===== config.mk =====
export PLATFORM = sky130hd
export DESIGN_NAME = dphy_bringup
export DESIGN_NICKNAME = d
export VERILOG_FILES = /design/src/rtl/dphy_bringup_pkg.sv /design/src/rtl/dphy_bringup_dp.sv /design/src/rtl/dphy_bringup_ctrl.sv /design/src/rtl/dphy_bringup.sv
export SDC_FILE = /design/constraint.sdc
export NUM_CORES = 1
export LEC_CHECK = 0
export BUFFER_PORTS_ARGS = -buffer_cell sky130_fd_sc_hd__buf_2
export CORE_MARGIN = 2
export CORE_UTILIZATION = 40
export DETAILED_ROUTE_END_ITERATION = 12
export GPL_TIMING_DRIVEN = 0
export PLACE_DENSITY = 0.71
export SLEW_MARGIN = 15
export SYNTH_ARGS = -nofsm -noshare
export SYNTH_HDL_FRONTEND = slang
export SYNTH_SLANG_ARGS = --single-unit

===== constraint.sdc =====
create_clock -name clk -period 3.5 [get_ports clk]
set_input_delay 0.7 -clock clk [delete_from_list [all_inputs] [get_ports clk]]
set_output_delay 0.7 -clock clk [all_outputs]
set_load 0.005 [all_outputs]

===== src/rtl/dphy_bringup_pkg.sv =====
package dphy_bringup_pkg;

  localparam int RATE_W = 11;
  localparam int FREQ_ENTRIES = 39;
  localparam logic [RATE_W-1:0] RATE_LOW = RATE_W'(80);
  localparam logic [RATE_W-1:0] RATE_HIGH = RATE_W'(1500);
  localparam logic [7:0] RANGE_TEST_CODE = 8'h44;

  typedef enum logic [1:0] {
    WAIT_CLR,
    WAIT_SETTLE,
    WAIT_HOLD
  } waitSel_e;

  typedef struct packed {
    logic     park;
    logic     capture;
    logic     ctrlRelease;
    logic     loadWait;
    waitSel_e waitSel;
  } seqStrobe_t;

  localparam logic [RATE_W-1:0] RANGE_BOUND [FREQ_ENTRIES] = '{
    89, 99, 109, 129, 139, 149, 169, 179, 199, 219,
    239, 249, 269, 299, 329, 359, 399, 449, 499, 549,
    599, 649, 699, 749, 799, 849, 899, 949, 999, 1049,
    1099, 1149, 1199, 1249, 1299, 1349, 1399, 1449, 1500
  };

  localparam logic [5:0] RANGE_CODE [FREQ_ENTRIES] = '{
    6'h00, 6'h10, 6'h20, 6'h01, 6'h11, 6'h21, 6'h02, 6'h12, 6'h22, 6'h03,
    6'h13, 6'h23, 6'h04, 6'h14, 6'h05, 6'h15, 6'h25, 6'h06, 6'h16, 6'h07,
    6'h17, 6'h08, 6'h18, 6'h09, 6'h19, 6'h29, 6'h39, 6'h0A, 6'h1A, 6'h2A,
    6'h3A, 6'h0B, 6'h1B, 6'h2B, 6'h3B, 6'h0C, 6'h1C, 6'h2C, 6'h3C
  };

  // First bound at or above the rate wins; beyond the top bound the last entry applies.
  function automatic logic [5:0] rangeLookup(input logic [RATE_W-1:0] rate);
    logic [5:0] code;
    code = RANGE_CODE[FREQ_ENTRIES-1];
    for (int i = FREQ_ENTRIES - 1; i >= 0; i--) begin
      if (rate <= RANGE_BOUND[i]) code = RANGE_CODE[i];
    end
    return code;
  endfunction

endpackage


===== src/rtl/dphy_bringup_dp.sv =====
module dphy_bringup_dp
  import dphy_bringup_pkg::*;
#(
  parameter int LANE_W = 2,
  parameter int CTRL_RST_W = 32,
  parameter int CLR_CYC = 3000,
  parameter int SETTLE_CYC = 1000,
  parameter int HOLD_CYC = 2000
) (
  input  logic                  clk,
  input  logic                  rstN,
  input  seqStrobe_t            strobe,
  input  logic [RATE_W-1:0]     rateIn,
  input  logic [LANE_W:0]       laneCountIn,
  output logic                  waitDone,
  output logic [LANE_W-1:0]     laneCfg,
  output logic [CTRL_RST_W-1:0] ctrlRstN,
  output logic                  rangeErr,
  output logic [7:0]            progData
);

  localparam int MAX_A = (CLR_CYC > SETTLE_CYC) ? CLR_CYC : SETTLE_CYC;
  localparam int MAX_CYC = (MAX_A > HOLD_CYC) ? MAX_A : HOLD_CYC;
  localparam int WAIT_W = $clog2(MAX_CYC + 1);

  logic [WAIT_W-1:0] timer;
  logic [WAIT_W-1:0] waitLen;
  logic [RATE_W-1:0] rateReg;

  always_comb begin
    case (strobe.waitSel)
      WAIT_CLR:    waitLen = WAIT_W'(CLR_CYC - 1);
      WAIT_SETTLE: waitLen = WAIT_W'(SETTLE_CYC - 1);
      default:     waitLen = WAIT_W'(HOLD_CYC - 1);
    endcase
  end

  always_ff @(posedge clk) begin
    if (!rstN) begin
      timer    <= '0;
      laneCfg  <= '0;
      ctrlRstN <= '0;
      rangeErr <= 1'b0;
      rateReg  <= '0;
    end else begin
      if (strobe.loadWait) timer <= waitLen;
      else if (timer != '0) timer <= timer - 1'b1;

      if (strobe.park) begin
        laneCfg  <= '0;
        ctrlRstN <= '0;
      end else if (strobe.capture) begin
        laneCfg  <= LANE_W'(laneCountIn - 1'b1);
        rateReg  <= rateIn;
        rangeErr <= (rateIn < RATE_LOW) || (rateIn > RATE_HIGH);
        ctrlRstN <= '0;
      end else if (strobe.ctrlRelease) begin
        ctrlRstN <= '1;
      end
    end
  end

  assign waitDone = (timer == '0);
  assign progData = {rangeLookup(rateReg), 1'b0};

endmodule


===== src/rtl/dphy_bringup_ctrl.sv =====
module dphy_bringup_ctrl
  import dphy_bringup_pkg::*;
(
  input  logic       clk,
  input  logic       rstN,
  input  logic       startReq,
  input  logic       stopReq,
  input  logic       txnAck,
  input  logic       waitDone,
  output seqStrobe_t strobe,
  output logic       phyRstz,
  output logic       phyShutdownz,
  output logic       testClk,
  output logic       testEn,
  output logic       testClr,
  output logic       txnReq,
  output logic       ready
);

  typedef enum logic [3:0] {
    S_IDLE, S_LANES, S_CLR_HI, S_CLR_LO, S_PROG,
    S_SETTLE, S_SHUT_OFF, S_CTRL, S_HOLD, S_READY
  } seqState_e;

  seqState_e state, nxt;

  always_comb begin
    strobe = '0;
    nxt = state;
    if (stopReq) begin
      strobe.park = 1'b1;
      nxt = S_IDLE;
    end else begin
      case (state)
        S_IDLE, S_READY: if (startReq) begin
          strobe.capture = 1'b1;
          nxt = S_LANES;
        end
        S_LANES: begin
          strobe.loadWait = 1'b1;
          strobe.waitSel = WAIT_CLR;
          nxt = S_CLR_HI;
        end
        S_CLR_HI: if (waitDone) begin
          strobe.loadWait = 1'b1;
          strobe.waitSel = WAIT_CLR;
          nxt = S_CLR_LO;
        end
        S_CLR_LO: if (waitDone) nxt = S_PROG;
        S_PROG: if (txnAck) begin
          strobe.loadWait = 1'b1;
          strobe.waitSel = WAIT_SETTLE;
          nxt = S_SETTLE;
        end
        S_SETTLE: if (waitDone) begin
          strobe.loadWait = 1'b1;
          strobe.waitSel = WAIT_SETTLE;
          nxt = S_SHUT_OFF;
        end
        S_SHUT_OFF: if (waitDone) nxt = S_CTRL;
        S_CTRL: begin
          strobe.ctrlRelease = 1'b1;
          strobe.loadWait = 1'b1;
          strobe.waitSel = WAIT_HOLD;
          nxt = S_HOLD;
        end
        S_HOLD: if (waitDone) nxt = S_READY;
        default: nxt = S_IDLE;
      endcase
    end
  end

  always_ff @(posedge clk) begin
    if (!rstN) begin
      state        <= S_IDLE;
      phyRstz      <= 1'b0;
      phyShutdownz <= 1'b0;
      testClk      <= 1'b0;
      testEn       <= 1'b0;
      testClr      <= 1'b0;
      txnReq       <= 1'b0;
      ready        <= 1'b0;
    end else begin
      state <= nxt;
      if (stopReq) begin
        phyRstz      <= 1'b0;
        phyShutdownz <= 1'b0;
        testClr      <= 1'b0;
        txnReq       <= 1'b0;
        ready        <= 1'b0;
      end else if (nxt != state) begin
        case (nxt)
          S_LANES:    ready <= 1'b0;
          S_CLR_HI: begin
            phyRstz      <= 1'b0;
            phyShutdownz <= 1'b0;
            testClk      <= 1'b1;
            testEn       <= 1'b0;
            testClr      <= 1'b1;
          end
          S_CLR_LO:   testClr <= 1'b0;
          S_PROG:     txnReq <= 1'b1;
          S_SETTLE:   txnReq <= 1'b0;
          S_SHUT_OFF: phyShutdownz <= 1'b1;
          S_CTRL:     phyRstz <= 1'b1;
          S_READY:    ready <= 1'b1;
          default: ;
        endcase
      end
    end
  end

endmodule


===== src/rtl/dphy_bringup.sv =====
module dphy_bringup
  import dphy_bringup_pkg::*;
#(
  parameter int CLK_KHZ = 200_000,
  parameter int MAX_LANES = 4,
  parameter int CTRL_RST_W = 32,
  parameter int CLR_US = 15,
  parameter int SETTLE_US = 5,
  parameter int HOLD_US = 10,
  localparam int LANE_W = $clog2(MAX_LANES)
) (
  input  logic                  clk,
  input  logic                  rstN,
  input  logic                  startReq,
  input  logic                  stopReq,
  input  logic [RATE_W-1:0]     rateMbps,
  input  logic [LANE_W:0]       laneCount,
  input  logic                  txnAck,
  output logic [LANE_W-1:0]     laneCfg,
  output logic [CTRL_RST_W-1:0] ctrlRstN,
  output logic                  phyRstz,
  output logic                  phyShutdownz,
  output logic                  testClk,
  output logic                  testEn,
  output logic                  testClr,
  output logic                  txnReq,
  output logic [7:0]            txnCode,
  output logic [7:0]            txnData,
  output logic                  rangeErr,
  output logic                  ready
);

  // Minimum times rounded up to whole clocks.
  localparam int CLR_CYC = (CLR_US * CLK_KHZ + 999) / 1000;
  localparam int SETTLE_CYC = (SETTLE_US * CLK_KHZ + 999) / 1000;
  localparam int HOLD_CYC = (HOLD_US * CLK_KHZ + 999) / 1000;

  seqStrobe_t strobe;
  logic waitDone;

  dphy_bringup_ctrl u_ctrl (
    .clk(clk), .rstN(rstN), .startReq(startReq), .stopReq(stopReq),
    .txnAck(txnAck), .waitDone(waitDone), .strobe(strobe),
    .phyRstz(phyRstz), .phyShutdownz(phyShutdownz), .testClk(testClk),
    .testEn(testEn), .testClr(testClr), .txnReq(txnReq), .ready(ready)
  );

  dphy_bringup_dp #(
    .LANE_W(LANE_W), .CTRL_RST_W(CTRL_RST_W), .CLR_CYC(CLR_CYC),
    .SETTLE_CYC(SETTLE_CYC), .HOLD_CYC(HOLD_CYC)
  ) u_dp (
    .clk(clk), .rstN(rstN), .strobe(strobe), .rateIn(rateMbps),
    .laneCountIn(laneCount), .waitDone(waitDone), .laneCfg(laneCfg),
    .ctrlRstN(ctrlRstN), .rangeErr(rangeErr), .progData(txnData)
  );

  assign txnCode = RANGE_TEST_CODE;

endmodule


* After elaboration in Yosys (flattened, before gate mapping)
Index checks and enable logic that the tools add are counted.
Word-level totals: word-level logic and storage cells 162, input port bits 19, flip-flop bits (word level) 37, output and inout port bits 58
Operators by class: add/sub/neg operators 2, equality and inequality tests 19, reductions and logical operators 22, bitwise gates (word level) 3, $lt $le $gt $ge 40, mux-type cells 64
Operators by type and width (count):
- 6-bit 2-to-1 mux | 37
- 11-bit by 10-bit <= comparator with 1-bit output, second input constant | 10
- 11-bit <= comparator, second input constant | 9
- 11-bit by 8-bit <= comparator with 1-bit output, second input constant | 9
- 11-bit by 9-bit <= comparator with 1-bit output, second input constant | 7
- 4-bit one-hot mux with 9 select lines | 1
- 11-bit by 7-bit <= comparator with 1-bit output, second input constant | 3
- 4-bit by 3-bit equality test with 1-bit output, second input constant | 8
- 4-bit 2-to-1 mux | 8
- 12-bit 2-to-1 mux | 2
- 12-bit one-hot mux with 2 select lines | 1
- 4-bit by 2-bit equality test with 1-bit output, second input constant | 4
- 3-bit one-hot mux with 5 select lines | 1
- 4-bit equality test, second input constant | 3
- 12-bit logical NOT | 1
- 2-bit AND reduction | 6
- 12-bit nonzero test | 1
- 2-bit nonzero test | 6
- 12-bit by 1-bit subtractor with 12-bit output, second input constant | 1
- 11-bit > comparator, second input constant | 1
- 11-bit by 7-bit less-than comparator with 1-bit output, second input constant | 1
- 5-bit 2-to-1 mux | 2
- 1-bit one-hot mux with 2 select lines | 5
- 3-bit 2-to-1 mux | 3
- other kinds (12) | 20

* Logic depth before layout (Yosys ltp)
Gate-level depths: netlist (run 1).
depth after elaboration 39, depth in mapped cells 9, mapped depth without buffers 7

* Hierarchy
From an unflattened synthesis (run 1), not the netlist that was laid out.
Second synthesis, totals: cells, all modules 497, area, all modules 3469.6 µm²
Modules (own cells, without submodules):
- dphy_bringup_dp | times used 1, area an instance 2526.2 µm², cells an instance 373, seq. area each 540.5 µm²
- dphy_bringup_ctrl | times used 1, area an instance 875.8 µm², cells an instance 114, seq. area each 200.2 µm²
- dphy_bringup | times used 1, area an instance 67.6 µm², cells an instance 10, seq. area each 0.0 µm²

* Worst setup path after synthesis (run 1)
No wires, ideal clock.
kind reg-to-output, start reg u_dp.rateReg[3], end out txnData[1], path buffers 3, data required time 2800 ps, cell stages (with the launch flop) 9, arrival time 1943 ps, setup slack 857 ps, cells stage by stage dfxtp_1 > clkbuf_1 > clkbuf_1 > clkbuf_1 > a21oi_1 > o211ai_1 > nand3_1 > a32o_1 > a21oi_1
On the way: cells in the longest elaborated chain, start to end 38, elaborated cells between the ends (all ways) 74, those cells by class order compare (37); mux (37)
Ends and longest elaborated chain:
- start: declaration | RTL line dphy_bringup_dp.sv:28 | logic [RATE_W-1:0] rateReg;
- start signal: assignment | RTL line dphy_bringup_dp.sv:54 | rateReg <= rateIn;
- 11-bit <= comparator | RTL line dphy_bringup_pkg.sv:42 | if (rate <= RANGE_BOUND[i]) code = RANGE_CODE[i];
- 6-bit 2-to-1 mux (36 in series) | RTL line dphy_bringup_pkg.sv:42
- 6-bit 2-to-1 mux (*) | RTL line dphy_bringup_pkg.sv:42
- end: declaration | RTL line dphy_bringup.sv:28 | output logic [7:0] txnData,
Mark *: on every way between the ends. The rest lies on a longest branch, timed or not.

* Final worst setup path (run 1)
start reg u_dp.rateReg[6], end out txnData[1]
The elaborated chain is that of the path after synthesis.

==> results.cfg, run 1 <==
[finish]
area_growth_pct = 17.3
layout_commonest_cell = buf_2
diodes = 0
nNetsFinal = 565
instances_no_fill = 650
final_cell_mix = 63 x buf_2, 51 x nor2_1, 44 x a21oi_1, 42 x buf_4, 37 x dfxtp_1
fin_util = 0.480
nFillCells = 829
multi_input_area_um2 = 2150
final_layout_size_suffix_gt1_frac = 0.244
seqCellArea_um2 = 741

[logic_synthesis]
synthesis.instances = 466
syn_area_um2 = 3340
yosysTopAreaCellShare = 0.221
syn_avg_cell_area_um2 = 7.18
async_flop_share = 0
synth.area.top_cells = dfxtp_1 22%, buf_4 9.4%, a21oi_1 6.6%
ys.warnings.count = 0
synth.distinct_cells = 66
synth_top_area_cell = dfxtp_1
synth-edff-count = 0
ys_seq_area_frac = 0.221
synthFlopType = dfxtp_1
ys_ff_latch = 37

[detailed_routing]
drt_drc_violations_left = 0
drt-initial-drc-count = 481
vias = 3868
dr.pass1.iters = 6
final_antenna_net_count = 0
wl_um = 10400
viasPerCell = 5.95
drt-wirelength-per-cell_um = 16.1

[clock_network]
numCtsBuffers = 5
cts.reportedPaths.clkPinSlew_ns = 0.08
root_buffer = clkbuf_8
h-tree-depth = 2
clkSinkCount = 37
insertion_delay_ns = 0.28
ctsHoldBuffers = 0
cts_buffer_depth = 2
tritoncts = yes

[floorplan]
rows = 33
num_io_pins = 77
initial_core_util = 0.409
die_height_um = 95.4
die_area_um2 = 9110
core_area_um2 = 8180
die_x_um = 95.4

[place]
dp_cells = 643
dpl_worst_slack_ns = 0.185
gp_congestion = 0.975
dp_hpwl_um = 7800
portBuffers = 63

[timing]
finClkSkew_ns = 0.00896
slew-limit-headroom = 0.380
finalHoldViolCount = 0
fin_crit_sh = 0.997
finalSetupViolCount = 0
fin_crit_ns = 3.49
worst_slew_pin_slew_ns = 0.928
fin_ws_ns = 0.00880
timing.fmax_mhz = 286
maxSlewViolCount = 0
fin_setup_tns_ns = 0

[power]
power_w = 0.00153
p_per_area_nw_per_um2 = 390
power_leakage_nw = 1.65
vdd_ir_drop_max_mv = 0.185

[global_route]
grt_pass1_wl_um = 16300
grt_overflow = 0
grt_pass1_vias = 3314
track_usage = 0.224
grt_max_degree = 34
antenna_found_initial = 0

[job]
drv_cap = 0

[worst_setup_path]
cp.arrival_ns = 2.79
cp-end-kind = output port
crit_type = reg2out
crit_fanout = 10
required_ns = 2.80
startpoint_type = flop

[hold_path]
min_path_type = reg2reg

[run_status]
outcome = finished clean
==> through the flow <==
step | cell area, um2 | hold WS (ns)
floorplan | 3380 | 0.440
global placement | 3820 | 0.437
detailed placement | 3820 | 0.448
CTS | 3910 | 0.459
global route | 3920 | 0.465
finish | 3920 | 0.454
==> flip-flops by register name, indices dropped and copies added (netlist names) <==
signal	cells
u_dp.ctrlRstN	1
u_ctrl.phyShutdownz	1
u_dp.rateReg	11
u_ctrl.testClk	1
u_ctrl.ready	1
u_ctrl.testClr	1
u_ctrl.txnReq	1
u_dp.rangeErr	1
u_ctrl.phyRstz	1
u_dp.laneCfg	2
u_ctrl.state	4
u_dp.timer	12
==> synthesized netlist by cell type (all sizes together), types with 3 or more instances <==
cell     count
or2          4
and3         4
o2111ai      5
nand4bb      4
nand4b       3
or4          3
or3          4
nor4         8
a211oi       4
o31ai        8
nand2b      11
inv         12
a31oi        5
o221ai       5
o21a         6
clkbuf      31
nor3        16
xor2         3
a21oi       44
mux2i       12
nand3       13
a221oi       4
o211ai       9
o41ai        3
xnor2        4
nor3b        6
a311oi       3
buf         45
nand3b       4
a2111oi      3
a21o         4
dfxtp       37
and2         4
nor2        51
nand2       26
o21ai       25
==> report_power, final <==
group	total, W	switching, W	internal (W)
clock	0.000285	0.000147	0.000138
combinational	0.000695	0.000417	0.000278
sequential	0.000552	0.0000632	0.000488
==> repair_timing <==
item	CTS	global route
setup endpoints to repair	4	3
endpoints found under the hold margin	0	0
buffers inserted	0	0
resized for setup	2	15
==> cells by family after synthesis <==
family	count (synthesis)	share of synthesized area
buffers and inverters	90	0.148
AO/OA/AOI/OAI	152	0.310
AND/OR/NAND/NOR	164	0.257
adder cells (fa/ha/maj)	2	0.00748
multiplexers	12	0.0359
XOR/XNOR	7	0.0183
other	2	0.00225
flip-flops	37	0.221
==> layout make-up <==
class,instances,area share
Buffer,75,0.115
Clock buffer,6,0.0185
Clock inverter,2,0.00255
Inverter,14,0.0143
Multi-Input combinational cell,348,0.547
Sequential cell,37,0.189
Tap cell,105,0.0335
Timing Repair Buffer,63,0.0804
==> worst max-delay path, stage by stage (launching register included) <==
cell      delay (ns)
dfxtp_1         0.33
clkbuf_1        0.26
nor3_2          0.54
a211oi_1        0.15
o21ai_0         0.51
nand3_1         0.15
a32o_1          0.29
a21oi_1         0.15
buf_2           0.14
==> layer usage <==
| layer | global-route usage | part of all wire | vias up |
|---|---|---|---|
| met5 | 0 | 0 | - |
| met4 | 0.0821 | 0.028 | 0 |
| met3 | 0.0340 | 0.12 | 31 |
| met2 | 0.353 | 0.43 | 271 |
| met1 | 0.310 | 0.43 | 1741 |
| li1 | - | - | 1825 |
==> final timing paths <==
check | startpoint | end | slack, ns | cells after the start
worst max-delay path | u_dp.rateReg[6] | txnData[1] | 0.009 | 8
worst min-delay path | u_ctrl.ready | u_ctrl.ready | 0.45 | 2
worst max register to register | u_dp.timer[4] | u_ctrl.phyShutdownz | 0.61 | 6
worst min register to register | u_ctrl.ready | u_ctrl.ready | 0.45 | 2
(Power assumes the default switching activity.)
==> run 2, diff against run 1 <==
--- a/config.mk
+++ b/config.mk
@@ -11,7 +11,7 @@
 export DETAILED_ROUTE_END_ITERATION = 12
 export GPL_TIMING_DRIVEN = 0
 export PLACE_DENSITY = 0.71
-export SLEW_MARGIN = 15
+export SLEW_MARGIN = 20
 export SYNTH_ARGS = -nofsm -noshare
 export SYNTH_HDL_FRONTEND = slang
 export SYNTH_SLANG_ARGS = --single-unit
==> constraint.sdc (replaced) <==
create_clock -name clk -period 3.5 [get_ports clk]
set_input_delay 0.175 -clock clk [delete_from_list [all_inputs] [get_ports clk]]
set_output_delay 0.175 -clock clk [all_outputs]
set_load 0.005 [all_outputs]
==> run 2 against run 1 <==
Against the previous run:
- largest power group unchanged
- flip-flop and latch count did not move
- combinational power about the same
- critical path depth stayed put
- maximum frequency is 6.8% higher
- global-route usage about the same
- core utilization fell by 0.20 points
- critical endpoint unchanged
- sequential share of layout area rose by 0.079 points
- wire length increased by 0.37%
- clock-buffer cell count unchanged
- first-iteration DRC count fell by 15%
- clock power about the same
==> results.cfg, run 2 (synthesis results as in run 1) <==
[run_status]
outcome = finished clean

[worst_setup_path]
required_ns = 3.32
crit_fanout = 10
cp_top_family = compound AO/OA/AOI/OAI gates
path_cells = clkbuf_1 > nor3_1 > a211oi_1 > o21ai_0 > nand3_1 > a32o_1 > a21oi_1 > buf_2
cp-end-kind = output port
startpoint_type = flop
cp.buffers_inverters = 2
cp.arrival_ns = 3.09
slowest_stage = nor3_1
crit_type = reg2out
slowest_delay_ns = 0.85

[timing]
fin_setup_tns_ns = 0
worst_slew_pin_slew_ns = 1.05
fin_crit_ns = 3.27
timing.fmax_mhz = 306
fin_crit_sh = 0.934
finalSetupViolCount = 0
slew-limit-headroom = 0.297
finalHoldViolCount = 0
finClkSkew_ns = 0.00937
grt_setup_unrepaired = false
maxSlewViolCount = 0

[detailed_routing]
viasPerCell = 5.90
drt-wirelength-per-cell_um = 16.1
final_antenna_net_count = 0
drt_drc_violations_left = 0
vias = 3842
drt-initial-drc-count = 409
dr.pass1.iters = 5
wl_um = 10500

[clock_network]
cts-resized-gates = 0
root_buffer = clkbuf_8
insertion_delay_ns = 0.28
postCtsSetupRepairBufs = 0
clkSinkCount = 37
ctsHoldBuffers = 0
cts.reportedPaths.clkPinSlew_ns = 0.07
cts_buffer_depth = 2
tritoncts = yes
h-tree-depth = 2
numCtsBuffers = 5

[finish]
postLayoutCellArea_um2 = 3910
final_cell_mix = 63 x buf_2, 51 x nor2_1, 44 x a21oi_1, 42 x buf_4, 37 x dfxtp_1
nNetsFinal = 566
largest_register_ffs = 12
regMostFlops = u_dp.timer
area_growth_pct = 16.8
reg_top3 = u_dp.timer x12, u_dp.rateReg x11, u_ctrl.state x4
diodes = 0
layout_commonest_cell = buf_2
final_layout_size_suffix_gt1_frac = 0.223
nFillCells = 825

[power]
intPower_w = 0.000903
vdd_ir_drop_max_mv = 0.185
comb_power_share = 0.454
pwr-share-seq = 0.359
power_leakage_nw = 1.62
power.switching_w = 0.000630
p_clk_frac = 0.187
switching_share = 0.411
p_per_area_nw_per_um2 = 392

[global_route]
grt_pass1_wl_um = 16300
grt_max_degree = 34
grt_pass1_vias = 3316
track_usage = 0.224
antenna_found_initial = 0
grt_overflow = 0

[floorplan]
die_x_um = 95.4
initial_core_util = 0.409
rows = 33
core_area_um2 = 8180
num_io_pins = 77
die_area_um2 = 9110
die_height_um = 95.4

[place]
place_area_um2 = 3820
gp_congestion = 0.975
portBuffers = 63
dp_hpwl_um = 7800

[hold_path]
min_path_type = in2reg

[job]
drv_cap = 0
## run 2: cell count changes in the layout (fill, tap and decap cells not counted), sizes merged
cell,before,now
buf,106,108
clkbuf,38,37
clkinv,3,4
clkinvlp,1,0
## run 2: path summary, 6_finish.rpt
check	start	endpoint	slack (ns)	cells past startpoint
worst min register to register	u_ctrl.ready	u_ctrl.ready	0.45	2
worst max-delay path	u_dp.rateReg[6]	txnData[1]	0.23	8
worst min-delay path	rateMbps[1]	u_dp.rateReg[1]	0.15	3
worst max register to register	u_dp.timer[4]	u_ctrl.phyShutdownz	0.60	6
## run 2: cell type report
class,count,area (um2),area share
multi-input cells,348,2140,0.548
flip-flops and latches,37,741,0.190
plain buffers,76,443,0.113
repair buffers,63,315,0.0807
well taps,105,131,0.0336
clock buffers,6,72.6,0.0186
inverters,14,52.6,0.0134
clock inverters,2,10.0,0.00256
## run 2: worst min-delay path, delay by kind of cell
family,cells,cell delay [ns]
simple gates,1,0.08
mux,1,0.06
buf+inv,1,0.09
## run 2: power by group through the flow
stage	Sequential [W]	Combinational, W	Clock (W)
6_report	0.000551	0.000696	0.000286
3_5_place_dp	0.000558	0.000679	0
5_1_grt	0.000560	0.000771	0.000311
4_1_cts	0.000548	0.000683	0.000292
2_1_floorplan	0.000544	0.000523	0
3_3_place_gp	0.000555	0.000669	0
## run 2: per-layer routing
metal  GRT usage  routed length (um)  up-vias
met4      0.0821                 308        0
met3      0.0340                1100       33
met1       0.310                4610     1733
met2       0.353                4460      255
met5           0                   0        -
li1            -                   -     1821
## run 2: metrics by stage
step	power [W]	std cells	hold slack, ns	setup WS, ns	utilization
after floorplan	0.00107	475	0.297	0.980	-
after global routing	0.00164	651	0.157	0.0894	0.478
after CTS	0.00152	651	0.153	0.386	0.478
final	0.00153	651	0.155	0.232	0.478
after global placement	0.00122	643	0.437	0.700	0.468
after detailed placement	0.00124	643	0.440	0.641	0.468
==> run 3, diff against run 2 <==
--- a/config.mk
+++ b/config.mk
@@ -10,7 +10,7 @@
 export CORE_UTILIZATION = 40
 export DETAILED_ROUTE_END_ITERATION = 12
 export GPL_TIMING_DRIVEN = 0
-export PLACE_DENSITY = 0.71
+export PLACE_DENSITY_LB_ADDON = 0.12
 export SLEW_MARGIN = 20
 export SYNTH_ARGS = -nofsm -noshare
 export SYNTH_HDL_FRONTEND = slang
==> run 3 against run 2 <==
Against the previous run:
- wire length fell by 5.1%
- combinational power down 2%
- sequential power grew 0.7%
- maximum frequency grew 1.5%
- global-route usage down 0.62 points
- setup slack improved by 0.048 ns
- critical path type unchanged
- final area is 1.3% higher
- final cell count unchanged
- clock skew rose by 0.0016 ns
- largest power group unchanged
==> results.cfg, run 3 (synthesis results as in run 1) <==
[finish]
instances_no_fill = 651
area_growth_pct = 18.4
nNetsFinal = 566
fin_util = 0.484
final_layout_size_suffix_gt1_frac = 0.225
largest_register_ffs = 12
reg_top3 = u_dp.timer x12, u_dp.rateReg x11, u_ctrl.state x4
final_cell_mix = 63 x buf_2, 51 x nor2_1, 44 x a21oi_1, 42 x buf_4, 37 x dfxtp_1
diodes = 0
layout_commonest_cell = buf_2
regMostFlops = u_dp.timer
postLayoutCellArea_um2 = 3960

[global_route]
track_usage = 0.218
grt_pass1_vias = 3447
antenna_found_initial = 0
grt_max_degree = 34
grt_pass1_wl_um = 15800
grt_overflow = 0

[clock_network]
clkSinkCount = 37
ctsHoldBuffers = 0
tritoncts = yes
numCtsBuffers = 5
cts_buffer_depth = 2
h-tree-depth = 2
cts-resized-gates = 0
postCtsSetupRepairBufs = 0
cts.reportedPaths.clkPinSlew_ns = 0.07
insertion_delay_ns = 0.30
root_buffer = clkbuf_8

[worst_setup_path]
cp.arrival_ns = 3.05
required_ns = 3.32
timing.rr.start = u_dp.timer[4]
crit_fanout = 10
cpMostUsedCell = o21ai_0
r2r_cells = 6
cp-end-kind = output port
startpoint_type = flop
slowest_stage = clkbuf_1
path_cells = clkbuf_1 > clkbuf_1 > clkbuf_1 > o21ai_0 > o21ai_0 > nor2_1 > o21ai_0 > a32oi_1 > o21ai_0 > buf_2
crit_type = reg2out
slowest_delay_ns = 0.47
critical_path.startpoint = u_dp.rateReg[3]

[floorplan]
die_area_um2 = 9110
initial_core_util = 0.409
core_area_um2 = 8180
die_x_um = 95.4
rows = 33
num_io_pins = 77
die_height_um = 95.4

[timing]
finalSetupViolCount = 0
timing.fmax_mhz = 310
fin_ws_ns = 0.279
fin_crit_sh = 0.920
fin_setup_tns_ns = 0
slew-limit-headroom = 0.353
finalHoldViolCount = 0
maxSlewViolCount = 0
fin_crit_ns = 3.22
grt_setup_unrepaired = false
finClkSkew_ns = 0.0110
worst_slew_pin_slew_ns = 0.969

[hold_path]
hold_depth = 3
min_from = rateMbps[0]
min_path_type = in2reg

[detailed_routing]
routed.top_layer = met4
dr.pass1.iters = 5
final_antenna_net_count = 0
wl_um = 9950
viasPerCell = 5.89
drt-initial-drc-count = 241
drt-wirelength-per-cell_um = 15.3
wl_met2_um = 4650
m1WireLength_um = 4070
vias = 3834
drt_drc_violations_left = 0
wl_met3_um = 794

[place]
dpl_worst_slack_ns = 0.676
dp_hpwl_um = 7450
gp_congestion = 0.945
portBuffers = 63
place_area_um2 = 3820
dp_cells = 643

[power]
power_leakage_nw = 1.64
vdd_ir_drop_max_mv = 0.227
p_per_area_nw_per_um2 = 425

[run_status]
outcome = finished clean

[job]
drv_cap = 0
## run 3: final cells by class
class                   instances  area [um2]
fillers                       834        4220
multi-input cells             348        2140
flip-flops and latches         37         741
plain buffers                  76         443
repair buffers                 63         315
well taps                     105         131
clock buffers                   5        68.8
clock inverters                 3        65.1
inverters                      14        52.6
## run 3: report_power, final
group | total, W | internal [W] | leakage [nW] | switching [W]
clock network | 0.000444 | 0.000283 | 0.0681 | 0.000161
logic | 0.000684 | 0.000276 | 1.27 | 0.000407
registers | 0.000555 | 0.000488 | 0.302 | 0.0000664
## run 3: final timing paths
kind,endpoint,slack (ns)
worst max-delay path,txnData[5],0.28
worst min-delay path,u_dp.rateReg[0],0.13
worst max register to register,u_ctrl.phyShutdownz,0.64
worst min register to register,u_ctrl.ready,0.46
## run 3: critical path: cells and delay by family, from the launching register on
family	cells	cell delay, ns
buf+inv	4	1.28
compound gates	5	1.08
flops	1	0.32
simple gates	1	0.07
## run 3: metrics by stage
step	hold WS [ns]	power (W)
floorplan	0.297	0.00107
global placement	0.426	0.00122
detailed placement	0.435	0.00123
CTS	0.129	0.00168
global route	0.145	0.00181
finish	0.130	0.00168
## run 3: routing by layer
| layer | global-route usage | vias up |
|---|---|---|
| met5 | 0 | - |
| met4 | 0.115 | 0 |
| met3 | 0.0474 | 50 |
| met2 | 0.363 | 230 |
| met1 | 0.262 | 1719 |
| li1 | - | 1835 |
